`config.mk`:
```
export PLATFORM = sky130hd
export DESIGN_NAME = pin_event_irq
export DESIGN_NICKNAME = d
export VERILOG_FILES = /design/src/rtl/gpio_evt_pkg.sv /design/src/rtl/pin_sync.sv /design/src/rtl/evt_detect.sv /design/src/rtl/evt_regs.sv /design/src/rtl/irq_group.sv /design/src/rtl/pin_event_irq.sv
export SDC_FILE = /design/constraint.sdc
export NUM_CORES = 1
export LEC_CHECK = 0
export BUFFER_PORTS_ARGS = -buffer_cell sky130_fd_sc_hd__buf_4
export CORE_AREA = 2 2 224 226
export DETAILED_ROUTE_END_ITERATION = 8
export DIE_AREA = 0 0 226 228
export GPL_ROUTABILITY_DRIVEN = 0
export MAX_ROUTING_LAYER = met4
export PLACE_DENSITY = 0.67
export SLEW_MARGIN = 25
export SYNTH_ARGS = -nofsm -noshare
export SYNTH_HDL_FRONTEND = slang
export SYNTH_HIERARCHICAL = 1
export SYNTH_SLANG_ARGS = --single-unit
```
`constraint.sdc`:
```
create_clock -name clk -period 3.4 [get_ports clk]
set_clock_uncertainty 0.15 [all_clocks]
set_input_delay 0.68 -clock clk [delete_from_list [all_inputs] [get_ports clk]]
set_output_delay 0.68 -clock clk [all_outputs]
set_load 0.01 [all_outputs]
```
`src/rtl/gpio_evt_pkg.sv`:
```
package gpio_evt_pkg;
    localparam int PIN_COUNT  = 54;
    localparam int BANK_W     = 32;
    localparam int BANK_COUNT = (PIN_COUNT + BANK_W - 1) / BANK_W;
    localparam int PAD_W      = BANK_COUNT * BANK_W;
    localparam int ADDR_W     = 8;
    localparam int IRQ_COUNT  = 3;

    localparam logic [ADDR_W-1:0] OFF_STAT  = 8'h40;
    localparam logic [ADDR_W-1:0] OFF_RISE  = 8'h4C;
    localparam logic [ADDR_W-1:0] OFF_FALL  = 8'h58;
    localparam logic [ADDR_W-1:0] OFF_HIGH  = 8'h64;
    localparam logic [ADDR_W-1:0] OFF_LOW   = 8'h70;
    localparam logic [ADDR_W-1:0] OFF_ARISE = 8'h7C;
    localparam logic [ADDR_W-1:0] OFF_AFALL = 8'h88;

    typedef logic [PIN_COUNT-1:0] pin_vec_t;

    typedef struct packed {
        pin_vec_t rise;
        pin_vec_t fall;
        pin_vec_t high;
        pin_vec_t low;
        pin_vec_t arise;
        pin_vec_t afall;
    } det_en_t;
endpackage

```
`src/rtl/pin_sync.sv`:
```
module pin_sync
    import gpio_evt_pkg::*;
(
    input  logic     clk,
    input  logic     rst_n,
    input  pin_vec_t pin_i,
    output pin_vec_t near_o,
    output pin_vec_t lvl_o,
    output pin_vec_t prev_o
);
    typedef struct packed {
        pin_vec_t s1;
        pin_vec_t s2;
        pin_vec_t s3;
    } sync_t;

    sync_t sync_d, sync_q;

    always_comb begin
        sync_d.s1 = pin_i;
        sync_d.s2 = sync_q.s1;
        sync_d.s3 = sync_q.s2;
    end

    always_ff @(posedge clk or negedge rst_n) begin
        if (!rst_n) sync_q <= '0;
        else        sync_q <= sync_d;
    end

    assign near_o = sync_q.s1;
    assign lvl_o  = sync_q.s2;
    assign prev_o = sync_q.s3;
endmodule

```
`src/rtl/evt_detect.sv`:
```
module evt_detect
    import gpio_evt_pkg::*;
(
    input  det_en_t  en_i,
    input  pin_vec_t near_i,
    input  pin_vec_t lvl_i,
    input  pin_vec_t prev_i,
    output pin_vec_t set_o
);
    pin_vec_t sync_rise, sync_fall, early_rise, early_fall;

    always_comb begin
        sync_rise  =  lvl_i  & ~prev_i;
        sync_fall  = ~lvl_i  &  prev_i;
        early_rise =  near_i & ~lvl_i;
        early_fall = ~near_i &  lvl_i;
        set_o = (en_i.rise  & sync_rise)
              | (en_i.fall  & sync_fall)
              | (en_i.high  & lvl_i)
              | (en_i.low   & ~lvl_i)
              | (en_i.arise & early_rise)
              | (en_i.afall & early_fall);
    end
endmodule

```
`src/rtl/evt_regs.sv`:
```
module evt_regs
    import gpio_evt_pkg::*;
(
    input  logic              clk,
    input  logic              rst_n,
    input  logic              bus_we,
    input  logic [ADDR_W-1:0] bus_addr,
    input  logic [31:0]       bus_wdata,
    input  pin_vec_t          evt_set_i,
    output det_en_t           en_o,
    output pin_vec_t          stat_o,
    output logic [31:0]       rdata_o
);
    typedef struct packed {
        det_en_t  en;
        pin_vec_t stat;
    } regs_t;

    regs_t    r_d, r_q;
    pin_vec_t clr_w;

    function automatic logic is_hit(input logic [ADDR_W-1:0] a,
                                    input logic [ADDR_W-1:0] base, input int b);
        return a == (base + ADDR_W'(4 * b));
    endfunction

    function automatic pin_vec_t put_word(input pin_vec_t v, input int b,
                                          input logic [31:0] w);
        logic [PAD_W-1:0] t;
        t = PAD_W'(v);
        t[b*BANK_W +: BANK_W] = w;
        return t[PIN_COUNT-1:0];
    endfunction

    function automatic logic [31:0] get_word(input pin_vec_t v, input int b);
        logic [PAD_W-1:0] t;
        t = PAD_W'(v);
        return t[b*BANK_W +: BANK_W];
    endfunction

    always_comb begin
        r_d   = r_q;
        clr_w = '0;
        if (bus_we) begin
            for (int b = 0; b < BANK_COUNT; b++) begin
                if (is_hit(bus_addr, OFF_STAT, b))  clr_w       = put_word(clr_w, b, bus_wdata);
                if (is_hit(bus_addr, OFF_RISE, b))  r_d.en.rise  = put_word(r_q.en.rise, b, bus_wdata);
                if (is_hit(bus_addr, OFF_FALL, b))  r_d.en.fall  = put_word(r_q.en.fall, b, bus_wdata);
                if (is_hit(bus_addr, OFF_HIGH, b))  r_d.en.high  = put_word(r_q.en.high, b, bus_wdata);
                if (is_hit(bus_addr, OFF_LOW, b))   r_d.en.low   = put_word(r_q.en.low, b, bus_wdata);
                if (is_hit(bus_addr, OFF_ARISE, b)) r_d.en.arise = put_word(r_q.en.arise, b, bus_wdata);
                if (is_hit(bus_addr, OFF_AFALL, b)) r_d.en.afall = put_word(r_q.en.afall, b, bus_wdata);
            end
        end
        // a new event takes priority over a clear on the same edge
        r_d.stat = (r_q.stat & ~clr_w) | evt_set_i;
    end

    always_ff @(posedge clk or negedge rst_n) begin
        if (!rst_n) r_q <= '0;
        else        r_q <= r_d;
    end

    always_comb begin
        rdata_o = '0;
        for (int b = 0; b < BANK_COUNT; b++) begin
            if (is_hit(bus_addr, OFF_STAT, b))  rdata_o = get_word(r_q.stat, b);
            if (is_hit(bus_addr, OFF_RISE, b))  rdata_o = get_word(r_q.en.rise, b);
            if (is_hit(bus_addr, OFF_FALL, b))  rdata_o = get_word(r_q.en.fall, b);
            if (is_hit(bus_addr, OFF_HIGH, b))  rdata_o = get_word(r_q.en.high, b);
            if (is_hit(bus_addr, OFF_LOW, b))   rdata_o = get_word(r_q.en.low, b);
            if (is_hit(bus_addr, OFF_ARISE, b)) rdata_o = get_word(r_q.en.arise, b);
            if (is_hit(bus_addr, OFF_AFALL, b)) rdata_o = get_word(r_q.en.afall, b);
        end
    end

    assign en_o   = r_q.en;
    assign stat_o = r_q.stat;


    sticky_hold_chk: assert property (@(posedge clk) disable iff (!rst_n)
        ((r_q.stat & ~clr_w) != '0) |=>
            ((r_q.stat & $past(r_q.stat & ~clr_w)) == $past(r_q.stat & ~clr_w)));


    set_beats_clr_chk: assert property (@(posedge clk) disable iff (!rst_n)
        ((evt_set_i & clr_w) != '0) |=>
            ((r_q.stat & $past(evt_set_i & clr_w)) == $past(evt_set_i & clr_w)));
endmodule

```
`src/rtl/irq_group.sv`:
```
module irq_group
    import gpio_evt_pkg::*;
#(
    parameter int LAST0 = 27,
    parameter int LAST1 = 45
) (
    input  pin_vec_t             stat_i,
    output logic [IRQ_COUNT-1:0] irq_o
);
    for (genvar g = 0; g < IRQ_COUNT; g++) begin : g_line
        localparam int LO = (g == 0) ? 0 : (g == 1) ? LAST0 + 1 : LAST1 + 1;
        localparam int HI = (g == 0) ? LAST0 : (g == 1) ? LAST1 : PIN_COUNT - 1;
        assign irq_o[g] = |stat_i[HI:LO];
    end
endmodule

```
`src/rtl/pin_event_irq.sv`:
```
module pin_event_irq
    import gpio_evt_pkg::*;
#(
    parameter int IRQ0_LAST = 27,
    parameter int IRQ1_LAST = 45
) (
    input  logic                 clk,
    input  logic                 rst_n,
    input  logic [PIN_COUNT-1:0] pin_i,
    input  logic                 bus_we,
    input  logic [ADDR_W-1:0]    bus_addr,
    input  logic [31:0]          bus_wdata,
    output logic [31:0]          bus_rdata,
    output logic [IRQ_COUNT-1:0] irq_o
);
    pin_vec_t near, lvl, prev, evt_set, stat, any_en;
    det_en_t  en;

    pin_sync u_sync (
        .clk    (clk),
        .rst_n  (rst_n),
        .pin_i  (pin_i),
        .near_o (near),
        .lvl_o  (lvl),
        .prev_o (prev)
    );

    evt_detect u_det (
        .en_i   (en),
        .near_i (near),
        .lvl_i  (lvl),
        .prev_i (prev),
        .set_o  (evt_set)
    );

    evt_regs u_regs (
        .clk       (clk),
        .rst_n     (rst_n),
        .bus_we    (bus_we),
        .bus_addr  (bus_addr),
        .bus_wdata (bus_wdata),
        .evt_set_i (evt_set),
        .en_o      (en),
        .stat_o    (stat),
        .rdata_o   (bus_rdata)
    );

    irq_group #(.LAST0(IRQ0_LAST), .LAST1(IRQ1_LAST)) u_irq (
        .stat_i (stat),
        .irq_o  (irq_o)
    );

    assign any_en = en.rise | en.fall | en.high | en.low | en.arise | en.afall;


    no_unenabled_set_chk: assert property (@(posedge clk) disable iff (!rst_n)
        (evt_set & ~any_en) == '0);


    level_rearm_chk: assert property (@(posedge clk) disable iff (!rst_n)
        ((en.high & lvl) != '0) |=>
            ((stat & $past(en.high & lvl)) == $past(en.high & lvl)));


    irq_drop_needs_clear_chk: assert property (@(posedge clk) disable iff (!rst_n)
        ((~irq_o & $past(irq_o)) != '0) |->
            $past(bus_we && (bus_addr == OFF_STAT || bus_addr == OFF_STAT + 8'h04)));
endmodule

```
==> impl_metrics.toml <==
[run_status]
outcome = "finished with violations"
violations = "setup timing"

[worst_setup_path]
critical_path_buf_inv_count = 4
start_kind = "input pin"
cp_cell_sequence = "buf_6 -> or4b_4 -> buf_6 -> o22ai_4 -> buf_6 -> a21oi_1 -> a21boi_1 -> o41a_1 -> buf_4"
worstReg2RegStart = "u_regs/en_o[224]"
critical-path-max-stage-delay_ps = 690
cpMostUsedCell = "buf_6"
r2r_slack_ps = 2000
cp_top_family = "simple AND/OR/NAND/NOR gates"
cp.required_ps = 2570
crit_arrival_ps = 2670
r2r_cells = 4
worstSetupPathType = "in -> out"
critPathMaxFanout = 6
slowest_stage = "or4b_4"
endpoint_kind = "output port"
rr_endpoint = "u_regs/stat_o[8]"

[timing]
period_needed_ps = 3500
slew_viol_final = 0
slew_headroom = 0.549
hold_violations = 0
min_period_over_period = 1.03
rsz0062_at_grt = "yes"
fmaxAchievable_ghz = 0.286
setup_slack_ps = -101
setup_violations = 18
worstMarginPinSlew_ps = 671

[logic_synthesis]
yosysWarnings = 6
synth.avg_cell_area_um2 = 12.0
synth_enable_flop_cells = 0
synth-main-ff-cell = "dfrtp_1"
yosysTopAreaCellShare = 0.554
ys_ff_latch = 540
syn-num-nets = 2123
yosysSeqAreaShare = 0.554
yosys.area.top_type = "dfrtp_1"
synth_cell_type_count = 69
synth_cells = 2026
syn_area_um2 = 24400
netlist_top_cells_area = "dfrtp_1 (55%), mux2_2 (12%), mux2_1 (3.1%), nand2_1 (2.2%), a211o_1 (2.0%)"
ys_async_sr_fraction = 1.00

[cts]
clkTransAtPathRegs_ps = 60
htree_levels = 2
clock-sinks = 540
cts_tree = "yes"
clk_path_buf_depth = 3
insertion_delay_ps = 610
cts-root-buf = "clkbuf_16"
cts_inserted_buffers = 58

[global_route]
grt_pass1_wl_um = 117000
grtUsageTotal = 0.310
grt.overflow.total = 0
grt_start_max_net_pins = 83
antenna_found_initial = 1
grt_pass1_vias = 19400

[die]
fp.coreArea_um2 = 49300
rows = 82
dieArea_um2 = 51500
die_y_um = 228
boundaryPins = 132
start_util = 0.495
die_w_um = 226

[pwr]
max-vdd-ir-drop_v = 0.000536
power_switching_mw = 3.41
power_frac_clock = 0.439
p_per_area_nw_per_um2 = 473
p_int_mw = 10.9
p_total_mw = 14.3
total_leakage_power_nw = 13.8
p_sw_frac = 0.239
combPwrFrac = 0.073
pwr-share-seq = 0.488

[placed_design]
post_dp_cell_area_um2 = 27300
place_ws_ps = -183
io_buffers = 131
dp_hpwl_um = 50300
placed_cells = 2849

[worst_hold_path]
worstHoldPathType = "in -> reg"
hold_path_end = "u_sync/near_o[6]"
min_from = "pin_i[6]"
whs_path_depth = 1

[routing]
avgRoutedWirePerCell_um = 25.9
drtAntennaViolNets = 0
dr.pass1.iters = 5
route.detailed.drc = 0
vias_per_cell = 6.26
drt-initial-drc-count = 1930
vias = 18700
finalWirelength_um = 77300

[final_layout]
stdcell_area_um2 = 30200
drive_gt1_frac = 0.358
stdcell_count = 2986
area_growth_pct = 23.9
nets = 2363

[flow_run]
maxCapViolCount = 0
-- timing repair --
action,in CTS,in global routing
setup buffers,9,4
endpoints found under the hold margin,56,0
hold buffers,14,0
gates cloned,4,1
pin swaps,29,40
setup endpoints to repair,33,33
gates resized for setup,57,98
-- layer usage --
metal | part of all wire | global-route usage
met5 | 0 | -
met3 | 0.084 | 0.0661
met2 | 0.48 | 0.489
met1 | 0.39 | 0.390
met4 | 0.039 | 0.127
-- worst max-delay path by stage --
stage	startpoint	to	slack [ps]	cells after the start
CTS	bus_addr[1]	bus_rdata[30]	-90	10
global route	bus_addr[2]	bus_rdata[4]	-150	10
detailed placement	bus_addr[1]	bus_rdata[4]	-180	9
finish	bus_addr[1]	bus_rdata[20]	-100	9
global placement	bus_addr[1]	bus_rdata[4]	-160	9
floorplan	bus_addr[1]	bus_rdata[11]	180	8
-- registers in the layout (all words and copies together) (netlist names) --
name	cells
u_regs/en_o	324
u_regs/stat_o	54
u_sync/lvl_o	54
u_sync/prev_o	54
u_sync/near_o	54
-- area by class of cell --
class | instances | area, um2
fillers | 3868 | 19100
flip-flops and latches | 540 | 13500
multi-input cells | 1345 | 10900
repair buffers | 317 | 3060
clock buffers | 85 | 1780
well taps | 672 | 841
clock inverters | 22 | 150
inverters | 4 | 15.0
diodes | 1 | 2.50
-- cell usage after synthesis, types with 18 or more instances --
cell type  number
nand2_1       140
nor3b_1        54
nand3b_1       56
nor2_1         51
mux2_1         68
dfrtp_1       540
o21ai_1        73
buf_2          42
a211o_1        55
a211oi_1       24
a21oi_2        54
a221oi_1       20
o22ai_1        42
a22o_1         31
o21a_1         20
a21o_1         54
clkbuf_1       76
mux2_2        256
nand3_1        31
a222oi_1       18
o21ai_0        44
a21boi_1       19
o41a_1         18
nor2b_1        55
nor3_1         41
a21oi_1        44
-- cells by family after synthesis --
group / Yosys count / share of synthesized area
xor gates and xnor gates: 1 / 0.000359
and+or+nand+nor: 482 / 0.111
AOI/OAI and AO/OA: 538 / 0.161
DFF: 540 / 0.554
buffers and inverters: 141 / 0.0248
muxes: 324 / 0.149
-- power by group through the flow --
stage,sequential [mW],clock [mW],combinational [mW]
after floorplan,6.99,0,0.525
after global placement,7.07,0,0.973
after detailed placement,7.08,0,0.998
after CTS,6.97,6.37,1.04
after global routing,7.01,6.65,1.14
final,6.98,6.28,1.05
-- cell usage in the layout, fill, tap and decap left out, types with 18 or more instances in the layout --
master     synthesis  layout
o41a_1            18      18
buf_12             0      40
mux2_2           256     256
nand2_1          140     126
a21oi_2           54      59
a222oi_1          18      18
o21ai_0           44      32
nor3b_1           54      54
a22o_1            31      31
nand3_1           31      28
clkbuf_16          0      62
mux2_1            68      68
o22ai_1           42      41
nor2b_1           55      55
a211o_1           55      55
nand3b_1          56      56
nor2_1            51      42
a21o_1            54      54
buf_4              2     239
buf_6              2      18
o21ai_1           73      84
a21oi_1           44      36
o21a_1            20      20
dfrtp_1          540     540
nor3_2             0      18
-- stage by stage --
stage | hold slack, ps | util | setup TNS, ps
floorplan | 217 | - | 0
CTS | 0.129 | 0.604 | -1000
global route | 1.97 | 0.613 | -1630
finish | 21.4 | 0.613 | -939
detailed placement | 231 | 0.554 | -2830
global placement | 225 | 0.554 | -2200
No activity file was read; power rests on OpenSTA's default activity.
